==> src/rtl/bcd_rtc_pkg.sv <==
package bcd_rtc_pkg;

  localparam int DATA_W = 8;
  localparam int ADDR_W = 3;
  localparam int HOUR_W = 5;

  typedef enum logic [ADDR_W-1:0] {
    RA_SEC  = 3'd0,
    RA_MIN  = 3'd1,
    RA_HOUR = 3'd2,
    RA_WDAY = 3'd3,
    RA_DAY  = 3'd4,
    RA_MON  = 3'd5,
    RA_YEAR = 3'd6
  } reg_addr_e;

  function automatic logic [DATA_W-1:0] bcd_inc(input logic [DATA_W-1:0] v);
    if (v[3:0] >= 4'd9) return {v[7:4] + 4'd1, 4'd0};
    return {v[7:4], v[3:0] + 4'd1};
  endfunction

  function automatic logic [6:0] bcd_to_bin(input logic [DATA_W-1:0] v);
    return (7'(v[7:4]) * 7'd10) + 7'(v[3:0]);
  endfunction

  function automatic logic [DATA_W-1:0] hour_to_bcd(input logic [HOUR_W-1:0] b);
    logic [3:0] tens;
    logic [HOUR_W-1:0] ones;
    if (b >= 5'd20)      begin tens = 4'd2; ones = b - 5'd20; end
    else if (b >= 5'd10) begin tens = 4'd1; ones = b - 5'd10; end
    else                 begin tens = 4'd0; ones = b; end
    return {tens, ones[3:0]};
  endfunction

  function automatic logic year_is_leap(input logic [DATA_W-1:0] y);
    logic [6:0] b;
    b = bcd_to_bin(y);
    return (b[1:0] == 2'd0);
  endfunction

  function automatic logic [DATA_W-1:0] month_last_day(input logic [DATA_W-1:0] mon,
                                                       input logic [DATA_W-1:0] yr);
    case (mon)
      8'h02:                      return year_is_leap(yr) ? 8'h29 : 8'h28;
      8'h04, 8'h06, 8'h09, 8'h11: return 8'h30;
      default:                    return 8'h31;
    endcase
  endfunction

endpackage

==> src/rtl/rtc_prescaler.sv <==
module rtc_prescaler #(
  parameter int DIV = 32768
) (
  input  logic clk,
  input  logic rst_n,
  input  logic osc_tick,
  input  logic restart,
  output logic sec_tick
);
  localparam int CW = (DIV > 1) ? $clog2(DIV) : 1;
  localparam logic [CW-1:0] LAST = CW'(DIV - 1);

  logic [CW-1:0] cnt_q, cnt_d;

  always_comb begin
    cnt_d = cnt_q;
    if (restart)              cnt_d = '0;
    else if (osc_tick)        cnt_d = (cnt_q == LAST) ? '0 : cnt_q + 1'b1;
  end

  assign sec_tick = osc_tick && !restart && (cnt_q == LAST);

  always_ff @(posedge clk or negedge rst_n) begin
    if (!rst_n) cnt_q <= '0;
    else        cnt_q <= cnt_d;
  end

  // a write restarts the sub-second count
  a_r3_restart_clears: assert property (@(posedge clk) disable iff (!rst_n)
    restart |=> (cnt_q == '0));

endmodule

==> src/rtl/rtc_hour_codec.sv <==
module rtc_hour_codec
  import bcd_rtc_pkg::*;
(
  input  logic              hour24,
  input  logic [HOUR_W-1:0] hour_bin,
  input  logic [DATA_W-1:0] wr_byte,
  output logic [DATA_W-1:0] hour_reg,
  output logic [HOUR_W-1:0] wr_hour
);
  logic [6:0] h12_raw, h24_raw, h12_dec;

  // encode stored 0..23 into the selected register format
  always_comb begin
    if (hour24)                 hour_reg = hour_to_bcd(hour_bin);
    else if (hour_bin == 5'd0)  hour_reg = 8'h12;
    else if (hour_bin < 5'd12)  hour_reg = hour_to_bcd(hour_bin);
    else if (hour_bin == 5'd12) hour_reg = 8'h32;
    else                        hour_reg = 8'h20 | hour_to_bcd(hour_bin - 5'd12);
  end

  // decode a written byte back into 0..23; out-of-range loads zero
  always_comb begin
    h24_raw = bcd_to_bin({2'b00, wr_byte[5:0]});
    h12_raw = bcd_to_bin({3'b000, wr_byte[4:0]});
    h12_dec = (h12_raw == 7'd12) ? 7'd0 : h12_raw;
    if (wr_byte[5]) h12_dec = h12_dec + 7'd12;
    if (hour24) wr_hour = (h24_raw < 7'd24) ? h24_raw[HOUR_W-1:0] : '0;
    else        wr_hour = (h12_raw >= 7'd1 && h12_raw <= 7'd12) ? h12_dec[HOUR_W-1:0] : '0;
  end

endmodule

==> src/rtl/rtc_calendar.sv <==
module rtc_calendar
  import bcd_rtc_pkg::*;
(
  input  logic              clk,
  input  logic              rst_n,
  input  logic              sec_tick,
  input  logic              ld_en,
  input  logic [ADDR_W-1:0] ld_addr,
  input  logic [DATA_W-1:0] ld_data,
  input  logic [HOUR_W-1:0] ld_hour,
  output logic [DATA_W-1:0] sec_o,
  output logic [DATA_W-1:0] min_o,
  output logic [HOUR_W-1:0] hour_o,
  output logic [DATA_W-1:0] wday_o,
  output logic [DATA_W-1:0] day_o,
  output logic [DATA_W-1:0] mon_o,
  output logic              cent_o,
  output logic [DATA_W-1:0] year_o
);
  logic [DATA_W-1:0] sec_q, min_q, wday_q, day_q, mon_q, year_q;
  logic [DATA_W-1:0] sec_d, min_d, wday_d, day_d, mon_d, year_d;
  logic [HOUR_W-1:0] hour_q, hour_d;
  logic              cent_q, cent_d;
  logic              c_min, c_hr, c_day, c_mon, c_yr;

  always_comb begin
    sec_d = sec_q; min_d = min_q; hour_d = hour_q; wday_d = wday_q;
    day_d = day_q; mon_d = mon_q; year_d = year_q; cent_d = cent_q;

    c_min = sec_tick && (sec_q  >= 8'h59);
    c_hr  = c_min    && (min_q  >= 8'h59);
    c_day = c_hr     && (hour_q >= 5'd23);
    c_mon = c_day    && (day_q  >= month_last_day(mon_q, year_q));
    c_yr  = c_mon    && (mon_q  >= 8'h12);

    if (sec_tick) sec_d  = c_min ? 8'h00 : bcd_inc(sec_q);
    if (c_min)    min_d  = c_hr  ? 8'h00 : bcd_inc(min_q);
    if (c_hr)     hour_d = c_day ? '0    : hour_q + 1'b1;
    if (c_day) begin
      wday_d = (wday_q >= 8'h06) ? 8'h00 : wday_q + 8'h01;
      day_d  = c_mon ? 8'h01 : bcd_inc(day_q);
    end
    if (c_mon)    mon_d  = c_yr ? 8'h01 : bcd_inc(mon_q);
    if (c_yr) begin
      year_d = (year_q >= 8'h99) ? 8'h00 : bcd_inc(year_q);
      if (year_q >= 8'h99) cent_d = ~cent_q;
    end

    if (ld_en) begin
      case (ld_addr)
        RA_SEC:  sec_d  = {1'b0, ld_data[6:0]};
        RA_MIN:  min_d  = {1'b0, ld_data[6:0]};
        RA_HOUR: hour_d = ld_hour;
        RA_WDAY: wday_d = {5'd0, ld_data[2:0]};
        RA_DAY:  day_d  = {2'd0, ld_data[5:0]};
        RA_MON:  begin mon_d = {3'd0, ld_data[4:0]}; cent_d = ld_data[7]; end
        RA_YEAR: year_d = ld_data;
        default: ;
      endcase
    end
  end

  always_ff @(posedge clk or negedge rst_n) begin
    if (!rst_n) begin
      sec_q <= 8'h00; min_q <= 8'h00; hour_q <= '0; wday_q <= 8'h00;
      day_q <= 8'h01; mon_q <= 8'h01; year_q <= 8'h00; cent_q <= 1'b0;
    end else begin
      sec_q <= sec_d; min_q <= min_d; hour_q <= hour_d; wday_q <= wday_d;
      day_q <= day_d; mon_q <= mon_d; year_q <= year_d; cent_q <= cent_d;
    end
  end

  assign sec_o = sec_q;  assign min_o = min_q;  assign hour_o = hour_q;
  assign wday_o = wday_q; assign day_o = day_q; assign mon_o = mon_q;
  assign cent_o = cent_q; assign year_o = year_q;

  // second 59 wraps to 00 on an advance
  a_r4_sec_wrap: assert property (@(posedge clk) disable iff (!rst_n)
    (sec_tick && !ld_en && sec_q == 8'h59) |=> (sec_q == 8'h00));

  // stored hour never leaves 0..23
  a_r5_hour_range: assert property (@(posedge clk) disable iff (!rst_n)
    hour_q < 5'd24);

  // year wrap inverts the century bit
  a_r9_century_flip: assert property (@(posedge clk) disable iff (!rst_n)
    (c_yr && !ld_en && year_q == 8'h99) |=> (cent_q != $past(cent_q)));

endmodule

==> src/rtl/bcd_rtc_core.sv <==
module bcd_rtc_core
  import bcd_rtc_pkg::*;
#(
  parameter int PRESC_DIV = 32768
) (
  input  logic              clk,
  input  logic              rst_n,
  input  logic              osc_tick,
  input  logic              osc_fail,
  input  logic              hour24,
  input  logic              wr_en,
  input  logic [ADDR_W-1:0] wr_addr,
  input  logic [DATA_W-1:0] wr_data,
  input  logic [ADDR_W-1:0] rd_addr,
  output logic [DATA_W-1:0] rd_data,
  output logic              time_invalid
);
  logic              time_wr, sec_tick;
  logic [HOUR_W-1:0] hour_bin, wr_hour;
  logic [DATA_W-1:0] sec, min, wday, day, mon, year, hour_reg;
  logic              cent;
  logic              inval_q, inval_d;

  assign time_wr = wr_en && (wr_addr <= RA_YEAR);

  rtc_prescaler #(.DIV(PRESC_DIV)) u_presc (
    .clk(clk), .rst_n(rst_n), .osc_tick(osc_tick),
    .restart(wr_en), .sec_tick(sec_tick)
  );

  rtc_hour_codec u_codec (
    .hour24(hour24), .hour_bin(hour_bin), .wr_byte(wr_data),
    .hour_reg(hour_reg), .wr_hour(wr_hour)
  );

  rtc_calendar u_cal (
    .clk(clk), .rst_n(rst_n), .sec_tick(sec_tick),
    .ld_en(time_wr), .ld_addr(wr_addr), .ld_data(wr_data), .ld_hour(wr_hour),
    .sec_o(sec), .min_o(min), .hour_o(hour_bin), .wday_o(wday),
    .day_o(day), .mon_o(mon), .cent_o(cent), .year_o(year)
  );

  always_comb begin
    inval_d = inval_q;
    if (time_wr)  inval_d = 1'b0;
    if (osc_fail) inval_d = 1'b1;
  end

  always_ff @(posedge clk or negedge rst_n) begin
    if (!rst_n) inval_q <= 1'b1;
    else        inval_q <= inval_d;
  end

  assign time_invalid = inval_q;

  always_comb begin
    case (rd_addr)
      RA_SEC:  rd_data = sec;
      RA_MIN:  rd_data = min;
      RA_HOUR: rd_data = hour_reg;
      RA_WDAY: rd_data = wday;
      RA_DAY:  rd_data = day;
      RA_MON:  rd_data = {cent, 2'b00, mon[4:0]};
      RA_YEAR: rd_data = year;
      default: rd_data = '0;
    endcase
  end

  // flag holds unless a time write clears it
  a_r10_sticky: assert property (@(posedge clk) disable iff (!rst_n)
    (time_invalid && !time_wr) |=> time_invalid);

  // oscillator stop always leaves the flag set
  a_r10_fail_sets: assert property (@(posedge clk) disable iff (!rst_n)
    osc_fail |=> time_invalid);

  // a seconds write is kept even when an advance was due
  a_r11_write_wins: assert property (@(posedge clk) disable iff (!rst_n)
    (wr_en && wr_addr == RA_SEC) |=> (sec == {1'b0, $past(wr_data[6:0])}));

endmodule

==> config.mk <==
export PLATFORM = sky130hd
export DESIGN_NAME = bcd_rtc_core
export DESIGN_NICKNAME = d
export VERILOG_FILES = /design/src/rtl/bcd_rtc_pkg.sv /design/src/rtl/rtc_prescaler.sv /design/src/rtl/rtc_hour_codec.sv /design/src/rtl/rtc_calendar.sv /design/src/rtl/bcd_rtc_core.sv
export SDC_FILE = /design/constraint.sdc
export NUM_CORES = 1
export LEC_CHECK = 0
export ABC_AREA = 0
export BUFFER_PORTS_ARGS = -buffer_cell sky130_fd_sc_hd__clkbuf_2
export CORE_UTILIZATION = 65
export DETAILED_ROUTE_END_ITERATION = 6
export PLACE_DENSITY = 0.91
export SYNTH_ARGS = -nofsm -noshare
export SYNTH_HDL_FRONTEND = slang
export SYNTH_SLANG_ARGS = --single-unit
==> constraint.sdc <==
create_clock -name clk -period 8.9 [get_ports clk]
set_clock_uncertainty 0.15 [all_clocks]
set_input_delay 1.335 -clock clk [delete_from_list [all_inputs] [get_ports clk]]
set_output_delay 1.335 -clock clk [all_outputs]
set_load 0.005 [all_outputs]
==> summary.txt <==
Floorplan
  • Die Area: 9060 um2
  • Num rows: 33
  • Core box area: 8300 um2
  • Die outline height: 95.2 um
  • Starting Density: 68.0%
  • Die Wd: 95.2 um
  • Io pins: 29

Clock tree
  • H-tree levels: 3
  • Clock Tree Buf Depth: 2
  • Root Buffer: clkbuf_8
  • Clock slew at reported path FFs: 0.07 ns
  • CTS tree: yes
  • Num CTS Buffers: 9
  • CTS resizes: 0
  • Post-CTS setup buffers: 0
  • Clock Latency Late Sink: 0.36 ns
  • Clock sinks: 70
  • Hold Buf Count CTS: 0

Yosys
  • Synth async-reset ratio: 100%
  • Mapped Cells: 683
  • Area share of the largest cell type after synthesis: 29.7%
  • Register bit total from synthesis: 70
  • Top cells by area, synth: dfrtp_1 (30%), ha_1 (11%), nor2_1 (5.0%)
  • Synthesized net count: 753
  • Yosys warnings: 0
  • Sequential share of the synthesized area: 31.1%
  • Cell with the most instances after synthesis: nor2_1
  • Primary FF master, synth: dfrtp_1
  • Synth cell count leaders: nor2_1 (75), dfrtp_1 (67), nand2_1 (65)
  • Post-synth EDFFs: 0
  • Post-synth top area cell: dfrtp_1
  • Distinct cells, synth: 73
  • Cell Area, Synth: 5650 um2
  • Avg Cell Area, Syn: 8.27 um2

Global routing
  • Number of global-route vias before repair: 5345
  • GRT Total Usage: 37.3%
  • Pin count of the biggest net entering global routing: 71
  • Total gr overflow: 0
  • Global-route wire length before repair: 25900 um
  • Initial antenna violation count: 0

Timing
  • Final Cycle Share: 49.3%
  • Minimum clock period: 4.39 ns
  • Worst Tran Pin Value: 0.931 ns
  • Worst rel slew slack: 37.7%
  • RSZ-0062 raised after global routing: false
  • Final setup violating endpoints: 0
  • F_max: 0.228 GHz
  • Final Max Slew Viols: 0
  • Final hold viol count: 0
  • TNS Setup: 0 ns

Routing
  • Via count: 5607
  • Pre-Repair DR Iteration Count: 7
  • Final wirelength: 16000 um
  • DR iter-0 viols: 573
  • Drc violations: 0
  • Vias per cell: 6.93
  • Wire per inst: 19.7 um
  • Routed Antenna Nets: 0

Place
  • Cell Area, Placed: 5830 um2
  • DP Wirelength: 11400 um
  • PortBufs: 28
  • GP Congestion: 0.983
  • Placed instance count: 794

Worst setup path
  • Worst Path Max Fanout: 10
  • Critical Path AT: 2.90 ns
  • Crit end category: primary output
  • Crit-path slowest cell: nor2_1
  • Worst R2R Path Depth: 14
  • Worst setup path endpoint: rd_data[1]
  • Critical Path Start Type: input port
  • Crit path kind: in -> out
  • Reg-to-Reg Start: u_cal.mon_o[0]$_DFF_PN1_
  • Largest stage delay, worst path: 0.51 ns
  • R2r setup slk: 5.02 ns
  • Critical path cell sequence: clkbuf_2 -> inv_1 -> nor2_1 -> a221oi_1 -> a21oi_1 -> a21oi_1 -> o21ai_1 -> clkbuf_2
  • WP data required: 7.41 ns
  • Worst setup path start: rd_addr[0]
  • Crit Reg-Reg Endpoint: u_cal.year_o[3]$_DFF_PN0_

Finish
  • Layout filler cell count: 599
  • Layout Area Growth over Synthesis: 7.00%
  • Post-route cell area: 6040 um2
  • Ant diodes: 0
  • Post-Layout Cell Count: 809
  • Share of layout cells above drive strength 1: 10.2%
  • Nets: 770
  • Utilization of the core after routing: 72.8%

Worst hold path
  • Cells on Worst Hold Path: 1
  • Hold Path Class: reg -> reg
  • Hold Startpoint: time_invalid$_DFFE_PN1P_

Pwr
  • P_leak: 2.66 nW
  • Power consumption: 0.00109 W
  • Pwr dens: 180 nW/um2
  • Peak VDD IR: 0.124 mV

Run
  • # Max-Cap Violations: 0

Status
  • Status: finished clean
## layout make-up
cell class / count / area [um2] / area share [%]
Sequential cell: 70 / 1760 / 29.1
Clock inverter: 6 / 87.6 / 1.45
Timing Repair Buffer: 31 / 163 / 2.69
Multi-Input combinational cell: 549 / 3630 / 60.1
Inverter: 39 / 146 / 2.42
Tap cell: 105 / 131 / 2.17
Clock buffer: 9 / 124 / 2.05
## worst min path at each step
stage	slack (ns)	to
floorplan	0.31	u_cal.mon_o[7]$_DFF_PN0_
finish	0.36	time_invalid$_DFFE_PN1P_
global placement	0.33	u_cal.mon_o[7]$_DFF_PN0_
CTS	0.36	time_invalid$_DFFE_PN1P_
detailed placement	0.35	u_cal.mon_o[7]$_DFF_PN0_
global route	0.37	time_invalid$_DFFE_PN1P_
## placed cells by master (no fill, tap or decap), types with 8 or more instances in the layout
cell | netlist | routed
a21oi_1 | 42 | 42
a221oi_1 | 10 | 10
a31oi_1 | 18 | 18
and3_1 | 12 | 12
clkbuf_2 | 1 | 27
clkbuf_8 | 0 | 9
dfrtp_1 | 67 | 67
ha_1 | 49 | 49
inv_1 | 38 | 38
nand2_1 | 65 | 65
nand2b_1 | 11 | 11
nand3_1 | 22 | 22
nand4_1 | 9 | 9
nand4b_1 | 8 | 8
nor2_1 | 75 | 75
nor2b_1 | 9 | 9
nor3_1 | 17 | 17
o21ai_0 | 38 | 38
o21ai_1 | 16 | 16
o22ai_1 | 9 | 9
o31ai_1 | 12 | 12
xnor2_1 | 8 | 8
xor2_1 | 8 | 8
## metal layers
metal / routed length [um] / share of wire [%] / GRT usage (%) / vias to the layer above
li1: - / - / - / 2543
met1: 6190 / 39 / 47.8 / 2617
met2: 7370 / 46 / 58.9 / 366
met3: 1650 / 10 / 7.42 / 81
met4: 750 / 4.7 / 20.8 / 0
met5: 0 / 0 / 0 / -
## where the power goes
group	internal [W]	leakage, nW	switching, W
Clock	0.000156	0.109	0.000133
Sequential	0.000358	0.882	0.0000837
Combinational	0.000148	1.67	0.000210
Total	0.000662	2.66	0.000427
## flip-flops by register name, summed over array words and instances, names as in the netlist
signal,flops
u_presc.cnt_q,15
u_cal.day_o,8
u_cal.min_o,8
u_cal.mon_o,8
u_cal.sec_o,8
u_cal.wday_o,8
u_cal.year_o,8
u_cal.hour_o,5
time_invalid,1
u_cal.cent_o,1
## through the flow
step	worst slack [ns]	hold slack (ns)
after global routing	4.35	0.367
after CTS	4.58	0.363
after global placement	4.68	0.328
after floorplan	4.81	0.313
final	4.51	0.362
after detailed placement	4.58	0.347
## logic make-up after synthesis
logic type | synth area share, %
flops | 31.1
mux | 3.26
compound gates | 22.5
buf+inv | 4.54
xor+xnor | 2.48
fa+ha+maj | 11.2
simple gates | 24.9
## critical path, delay by kind of cell
family          cells  cell delay [ns]
compound gates      4             0.51
buf+inv             3             0.53
simple gates        1             0.51
No activity file was read; power rests on OpenSTA's default activity.
